$ cat config.mk
export PLATFORM = sky130hd
export DESIGN_NAME = brom_bank_selector
export DESIGN_NICKNAME = d
export VERILOG_FILES = /design/src/rtl/brom_pkg.sv /design/src/rtl/brom_sel_reg.sv /design/src/rtl/brom_addr_route.sv /design/src/rtl/brom_instr_mux.sv /design/src/rtl/brom_bank_selector.sv
export SDC_FILE = /design/constraint.sdc
export NUM_CORES = 1
export LEC_CHECK = 0
export ABC_AREA = 1
export CAP_MARGIN = 20
export CORE_MARGIN = 4
export CORE_UTILIZATION = 24
export DETAILED_ROUTE_END_ITERATION = 12
export PLACE_DENSITY = 0.85
export SYNTH_ARGS = -nofsm -noshare
export SYNTH_HDL_FRONTEND = slang
export SYNTH_HIERARCHICAL = 1
export SYNTH_SLANG_ARGS = --single-unit
$ cat constraint.sdc
create_clock -name clk -period 3.1 [get_ports clk]
set_input_delay 0.93 -clock clk [delete_from_list [all_inputs] [get_ports clk]]
set_output_delay 0.93 -clock clk [all_outputs]
set_load 0.1 [all_outputs]
$ cat src/rtl/brom_pkg.sv
// Package: shared constants and select encodings for the banked ROM selector.
// Assumes exactly three banks addressed by a 2-bit select code.
package brom_pkg;
    localparam int BANK_COUNT = 3;
    localparam int SEL_W      = 2;

    localparam logic [SEL_W-1:0] SEL_BANK0 = 2'b00;
    localparam logic [SEL_W-1:0] SEL_BANK1 = 2'b01;
    localparam logic [SEL_W-1:0] SEL_BANK2 = 2'b10;
    localparam logic [SEL_W-1:0] SEL_RSVD  = 2'b11;
endpackage

$ cat src/rtl/brom_sel_reg.sv
// Module: bank select register with output-port decode.
// Loads the select code when the processor writes the designated port ID.
// Assumes the write strobe is a single-cycle pulse, synchronous to clk.
module brom_sel_reg
    import brom_pkg::*;
#(
    parameter int          PORT_W      = 8,
    parameter logic [PORT_W-1:0] SEL_PORT_ID = 8'h05
) (
    input  logic              clk,
    input  logic              rst_n,
    input  logic [PORT_W-1:0] port_id,
    input  logic              port_wr,
    input  logic [SEL_W-1:0]  port_data,
    output logic [SEL_W-1:0]  sel_q
);
    logic hit;

    // Port decode: a write aimed at the select port.
    always_comb hit = port_wr && (port_id == SEL_PORT_ID);

    // Select register: clear on reset, load on a decoded write, else hold.
    always_ff @(posedge clk) begin
        if (!rst_n)   sel_q <= SEL_BANK0;
        else if (hit) sel_q <= port_data;
    end


    sel_reset_clear_chk: assert property (@(posedge clk) !rst_n |=> sel_q == SEL_BANK0);

    sel_load_chk: assert property (@(posedge clk) disable iff (!rst_n)
        (port_wr && port_id == SEL_PORT_ID) |=> sel_q == $past(port_data));

    sel_hold_chk: assert property (@(posedge clk) disable iff (!rst_n)
        !(port_wr && port_id == SEL_PORT_ID) |=> $stable(sel_q));
endmodule

$ cat src/rtl/brom_addr_route.sv
// Module: address router. The active bank gets the fetch address; every
// other bank is parked at PARK_ADDR. Purely combinational.
module brom_addr_route
    import brom_pkg::*;
#(
    parameter int ADDR_W = 10,
    parameter int NBANK  = BANK_COUNT,
    parameter logic [ADDR_W-1:0] PARK_ADDR = '1
) (
    input  logic [SEL_W-1:0]        sel,
    input  logic [ADDR_W-1:0]       fetch_addr,
    output logic [NBANK*ADDR_W-1:0] rom_addr
);
    for (genvar k = 0; k < NBANK; k++) begin : g_lane
        // Lane k: follow the fetch address only while bank k is active.
        assign rom_addr[k*ADDR_W +: ADDR_W] =
            (sel == SEL_W'(k)) ? fetch_addr : PARK_ADDR;
    end
endmodule

$ cat src/rtl/brom_instr_mux.sv
// Module: instruction return multiplexer. Picks the active bank's data
// lane; a reserved select value yields the filler word.
module brom_instr_mux
    import brom_pkg::*;
#(
    parameter int INSTR_W = 18,
    parameter int NBANK   = BANK_COUNT,
    parameter logic [INSTR_W-1:0] FILLER = 18'h0A000
) (
    input  logic [SEL_W-1:0]         sel,
    input  logic [NBANK*INSTR_W-1:0] rom_data,
    output logic [INSTR_W-1:0]       instr
);
    // Return path: default to the filler, override with the matching lane.
    always_comb begin
        instr = FILLER;
        for (int k = 0; k < NBANK; k++) begin
            if (sel == SEL_W'(k)) instr = rom_data[k*INSTR_W +: INSTR_W];
        end
    end
endmodule

$ cat src/rtl/brom_bank_selector.sv
// Module: banked instruction ROM selector (top).
// Extends a 10-bit fetch address to three 1K banks. Assumes the ROMs
// return data combinationally for the address on their lane and that the
// processor keeps switch code aligned across banks.
module brom_bank_selector
    import brom_pkg::*;
#(
    parameter int ADDR_W  = 10,
    parameter int INSTR_W = 18,
    parameter int PORT_W  = 8,
    parameter logic [PORT_W-1:0]  SEL_PORT_ID = 8'h05,
    parameter logic [INSTR_W-1:0] FILLER      = 18'h0A000,
    localparam int NBANK = BANK_COUNT,
    localparam logic [ADDR_W-1:0] PARK_ADDR = '1
) (
    input  logic                      clk,
    input  logic                      rst_n,
    input  logic [ADDR_W-1:0]         fetch_addr,
    output logic [INSTR_W-1:0]        fetch_instr,
    input  logic [PORT_W-1:0]         port_id,
    input  logic                      port_wr,
    input  logic [SEL_W-1:0]          port_data,
    output logic [NBANK*ADDR_W-1:0]   rom_addr,
    input  logic [NBANK*INSTR_W-1:0]  rom_data
);
    logic [SEL_W-1:0] sel;
    logic [NBANK-1:0] lane_live;

    brom_sel_reg #(.PORT_W(PORT_W), .SEL_PORT_ID(SEL_PORT_ID)) u_sel (
        .clk(clk), .rst_n(rst_n), .port_id(port_id),
        .port_wr(port_wr), .port_data(port_data), .sel_q(sel)
    );

    brom_addr_route #(.ADDR_W(ADDR_W), .NBANK(NBANK), .PARK_ADDR(PARK_ADDR)) u_route (
        .sel(sel), .fetch_addr(fetch_addr), .rom_addr(rom_addr)
    );

    brom_instr_mux #(.INSTR_W(INSTR_W), .NBANK(NBANK), .FILLER(FILLER)) u_mux (
        .sel(sel), .rom_data(rom_data), .instr(fetch_instr)
    );

    // Checker view: which lanes currently carry a non-parked address.
    always_comb begin
        for (int k = 0; k < NBANK; k++)
            lane_live[k] = (rom_addr[k*ADDR_W +: ADDR_W] != PARK_ADDR);
    end


    one_lane_live_chk: assert property (@(posedge clk) disable iff (!rst_n)
        $countones(lane_live) <= 1);

    active_lane_chk: assert property (@(posedge clk) disable iff (!rst_n)
        (sel != SEL_RSVD) |-> rom_addr[sel*ADDR_W +: ADDR_W] == fetch_addr);

    instr_from_active_chk: assert property (@(posedge clk) disable iff (!rst_n)
        (sel != SEL_RSVD) |-> fetch_instr == rom_data[sel*INSTR_W +: INSTR_W]);

    rsvd_parked_chk: assert property (@(posedge clk) disable iff (!rst_n)
        (sel == SEL_RSVD) |-> (lane_live == '0 && fetch_instr == FILLER));
endmodule

Word level (Yosys, flattened, before mapping)
Cells that the tools add are included.
{"block": "totals", "ff_bits": 2, "inputBits": 77}
{"block": "classes", "eq_ne": 3, "mux": 6, "n_reduce_logical": 2}
{"op": "$mux 18", "count": 3}
{"op": "$mux 10", "count": 3}
{"op": "$eq 8x3->1 const B", "count": 1}
{"op": "$eq 2x1->1 const B", "count": 1}
{"op": "$eq 2x2->1 const B", "count": 1}
{"op": "$logic_not 2->1", "count": 1}
{"op": "$logic_and 1x1->1", "count": 1}

Depth between registers and ports, before layout
{"block": "logic_depth", "word_depth": 4, "mapped_depth": 6}

Modules after synthesis
Netlist, hierarchy kept.
{"mod": "brom_instr_mux", "area_per_inst_um2": 406.6, "seq_area_each_um2": 0.0, "n_inst": 1, "cells_each": 82}
{"mod": "brom_addr_route", "area_per_inst_um2": 216.5, "seq_area_each_um2": 0.0, "n_inst": 1, "cells_each": 45}
{"mod": "brom_sel_reg", "area_per_inst_um2": 155.1, "seq_area_each_um2": 40.0, "n_inst": 1, "cells_each": 25}

Least setup slack after synthesis
OpenSTA, ideal clock, no wires.
{"block": "synth_timing", "path_type": "input -> output", "start": "in rom_data[31]", "end": "out fetch_instr[13]", "required_ns": 2.170, "slack_ns": 0.363, "n_path_buf": 0, "cell_stages": 2, "arrival_time_ns": 1.807, "cell_sequence": "o21ai_0 > nand3_1"}
{"block": "synth_between", "elab_chain_len": 2}
{"item": "start: declaration", "line_no": "brom_bank_selector.sv:24", "rtl": "input logic [NBANK*INSTR_W-1:0] rom_data"}
{"item": "$mux 18 (2 in series)", "line_no": "brom_instr_mux.sv:18", "rtl": "if (sel == SEL_W'(k)) instr = rom_data[k*INSTR_W +: INSTR_W];"}
{"item": "end: declaration", "line_no": "brom_bank_selector.sv:19", "rtl": "output logic [INSTR_W-1:0] fetch_instr,"}
No other way between the ends.

Worst setup path in the final report
Ends and elaborated chain as after synthesis.

==> impl_summary.log <==
INFO  metric worst_r2r_endpoint = u_sel/sel_q[0]$_SDFFE_PN0P_
INFO  metric nets = roughly 350
INFO  metric drc = 0
INFO  metric number_of_synthesized_flops_with_an_enable_pin = 0
INFO  metric timing.final.hold_violations = 0
INFO  metric setup_slack_of_the_critical_path_after_layout = between 300 and 400 ps
INFO  metric crit_path_top_delay_cell = sky130_fd_sc_hd__clkdlybuf4s50_1
INFO  metric max_flop_register = u_sel/sel_q
INFO  metric crit_family = buffers and inverters
INFO  metric holdPathEnd = u_sel/sel_q[1]$_SDFFE_PN0P_
INFO  metric timing.setup.tns = 0 ps
INFO  metric synth_top_cell_area_share = 47.6%
INFO  metric core.rowCount = 20
INFO  metric cts_htree_levels = 1
INFO  metric post_cts_hold_buffer_count = 0
INFO  metric slew_headroom = 67.2%
INFO  metric antenna_found_initial = 0
INFO  metric timing.critical_path.depth = 4
INFO  metric worst-r2r-setup-slack = 1960 ps
INFO  metric ys_seq_elements = 2
INFO  metric power.static_leakage = 1.13 nW
INFO  metric worst_slew_pin_slew = 491 ps
INFO  metric globalRoute.totalOverflow = 0
INFO  metric post_synth.cell_area_avg = 5.12 sq um
INFO  metric pin_count_of_the_biggest_net_entering_global_routing = 19
INFO  metric insertedDiodeCount = 0
INFO  metric insertion_delay = 240 ps
INFO  metric track_usage = 21.8%
INFO  metric worst-path-buf-inv = 2
INFO  metric clock-skew-final = 0 ps
INFO  metric largest_register_ff_count = 2
INFO  metric worstPathArrival = approximately 1900 ps
INFO  metric area_growth_syn_to_layout = 226%
INFO  metric count_of_port_buffers_added_during_placement = about 120
INFO  metric synth_common_cells = 74 x sky130_fd_sc_hd__nand3_1, 33 x sky130_fd_sc_hd__nand2_1, 14 x sky130_fd_sc_hd__inv_1
INFO  metric start_kind = input pin
INFO  metric detailedRoute.firstPassIterationCount = 4
INFO  metric nFillCells = 215
INFO  metric die-height = 64.9 um
INFO  metric grt_pass1_vias = about 1500
INFO  metric clk_path_buf_depth = 2
INFO  metric post_synth_inst_count = 152
INFO  metric min_period_over_period = 90.0%
INFO  metric synth.top_cells.by_area = sky130_fd_sc_hd__nand3_1 48%, sky130_fd_sc_hd__nand2_1 16%, sky130_fd_sc_hd__inv_1 6.8%
INFO  metric max_freq = 358 MHz
INFO  metric synthesis.nets = ~230
INFO  metric reg.largest.list = u_sel/sel_q: 2 flops
INFO  metric hold_path.startpoint = u_sel/sel_q[1]$_SDFFE_PN0P_
INFO  metric ys_types = 13
INFO  metric dp_hpwl = 3970 um
INFO  metric num_io_pins = 125
INFO  metric drive_above_1_share = 25.2%
INFO  metric post_synth_instance_area = 778 sq um
INFO  metric min_period = 2790 ps
INFO  metric finalWeightedCongestion = 0.789
INFO  metric cpPeakStageDelay = 400 ps
INFO  metric floorplan.die.width = 64.9 um
INFO  metric synth_area_leader_cell = sky130_fd_sc_hd__nand3_1
INFO  metric grt_pass1_wl = 7070 um
INFO  metric critPathMaxFanout = 1
INFO  metric initial_utilization = 25.3%
INFO  metric synth-main-ff-cell = sky130_fd_sc_hd__dfxtp_1
INFO  metric tritoncts = built
INFO  metric synth_sequential_area_ratio = under 10%
INFO  metric clock_sinks = 2
INFO  metric timing.critical_path.required = 2170 ps
INFO  metric routed_wirelength = 4650 um
INFO  metric timing.final.setup_violations = 0
INFO  metric peakVddDrop = 0.000170 V
INFO  metric worst_r2r_startpoint = u_sel/sel_q[0]$_SDFFE_PN0P_
INFO  metric synthMostInstantiatedCell = sky130_fd_sc_hd__nand3_1
INFO  metric clk_pin_slew = ~30 ps
INFO  metric max_cap_violations = 0
INFO  metric setup.worst_path.class = in2out
INFO  metric timing.hold.worst.class = reg2reg
INFO  metric timing.final.max_slew_violations = 0
INFO  metric cts.repair_timing.setup_buffer_count = 0
INFO  metric power.density = roughly 180 nW/um^2
INFO  metric whs_path_depth = 2
INFO  metric endpoint_kind = output pin
INFO  metric placement.setup.worst_slack = between 200 and 300 ps
INFO  metric clock-root-buffer = sky130_fd_sc_hd__clkbuf_4
INFO  metric totalPowerFinal = 0.459 mW
INFO  metric cts.repair.resized = 0
INFO  metric postSynth.asyncResetShare = 0%
INFO  metric die_area = 4220 sq um
INFO  metric result_of_the_run = finished, final reports clean
INFO  metric drtIter0Drc = 81
INFO  metric finalHoldWorstSlack = 652 ps
INFO  metric critical_path.cell_chain = clkdlybuf4s50_1 -> o21ai_0 -> nand3_1 -> buf_12
INFO  metric post_drt_wl_per_cell = 14.6 um
INFO  metric core-area = a little over 3000 sq um
INFO  metric ys.warnings.count = 6
INFO  metric vias_per_cell = between 4 and 5
INFO  metric dr_total_vias = 1497
INFO  metric ant_nets = 0
INFO  metric rsz0062_at_grt = no
INFO  metric timing.reg2reg.worst_path_depth = 3
INFO  metric cts_buffers = 3
==> stage by stage <==
stage	util [%]	std cells	cell area [sq um]
floorplan	-	152	778
global placement	81.6	315	2510
detailed placement	81.6	315	2510
CTS	82.4	318	2530
global route	82.4	318	2530
finish	82.4	318	2530
==> report_power, final <==
part | total (mW) | switching, mW | internal [mW]
Sequential | 0.0262 | 0.000210 | 0.0260
Clock | 0.0639 | 0.0207 | 0.0432
Combinational | 0.369 | 0.201 | 0.168
==> area by class of cell <==
cell class	count	area [sq um]	share of cell area (%)
repair buffers	128	1750	69.1
multi-input cells	122	594	23.4
flip-flops and latches	2	40.0	1.58
inverters	19	71.3	2.81
well taps	44	55.1	2.17
clock buffers	3	22.5	0.888
==> cells in the final DEF, fill, tap and decap left out <==
| cell | count |
|---|---|
| sky130_fd_sc_hd__inv_2 | 5 |
| sky130_fd_sc_hd__buf_12 | 48 |
| sky130_fd_sc_hd__inv_1 | 14 |
| sky130_fd_sc_hd__nor2_2 | 5 |
| sky130_fd_sc_hd__nor2_4 | 3 |
| sky130_fd_sc_hd__o21ai_0 | 2 |
| sky130_fd_sc_hd__dfxtp_1 | 2 |
| sky130_fd_sc_hd__nand2_1 | 33 |
| sky130_fd_sc_hd__nand3_2 | 1 |
| sky130_fd_sc_hd__nand3_1 | 74 |
| sky130_fd_sc_hd__clkbuf_4 | 3 |
| sky130_fd_sc_hd__buf_4 | 4 |
| sky130_fd_sc_hd__clkdlybuf4s50_1 | 76 |
| sky130_fd_sc_hd__nor2_1 | 4 |
==> tightest hold or removal path: cells and delay by family (launching register included) <==
family | cells | cell delay (ps)
DFF | 1 | 410
and+or+nand+nor | 2 | 190
==> worst max path at each step <==
stage,start,end
detailed placement,rom_data[31],fetch_instr[13]
global placement,rom_data[39],fetch_instr[3]
finish,rom_data[31],fetch_instr[13]
global route,rom_data[31],fetch_instr[13]
CTS,rom_data[31],fetch_instr[13]
floorplan,rom_data[31],fetch_instr[13]
==> per-layer routing <==
layer	track usage [%]	part of all wire [%]	vias up
li1	-	-	754
met1	21.4	34	659
met2	43.4	58	76
met3	3.81	6.7	8
met4	9.50	1.8	0
met5	0	0	-
==> cells by family after synthesis <==
logic type | Yosys count | synth area share (%)
AOI/OAI and AO/OA | 2 | 1.29
buffers and inverters | 28 | 18.5
DFF | 2 | 5.14
and+or+nand+nor | 120 | 75.1
No activity file was read; power rests on OpenSTA's default activity.
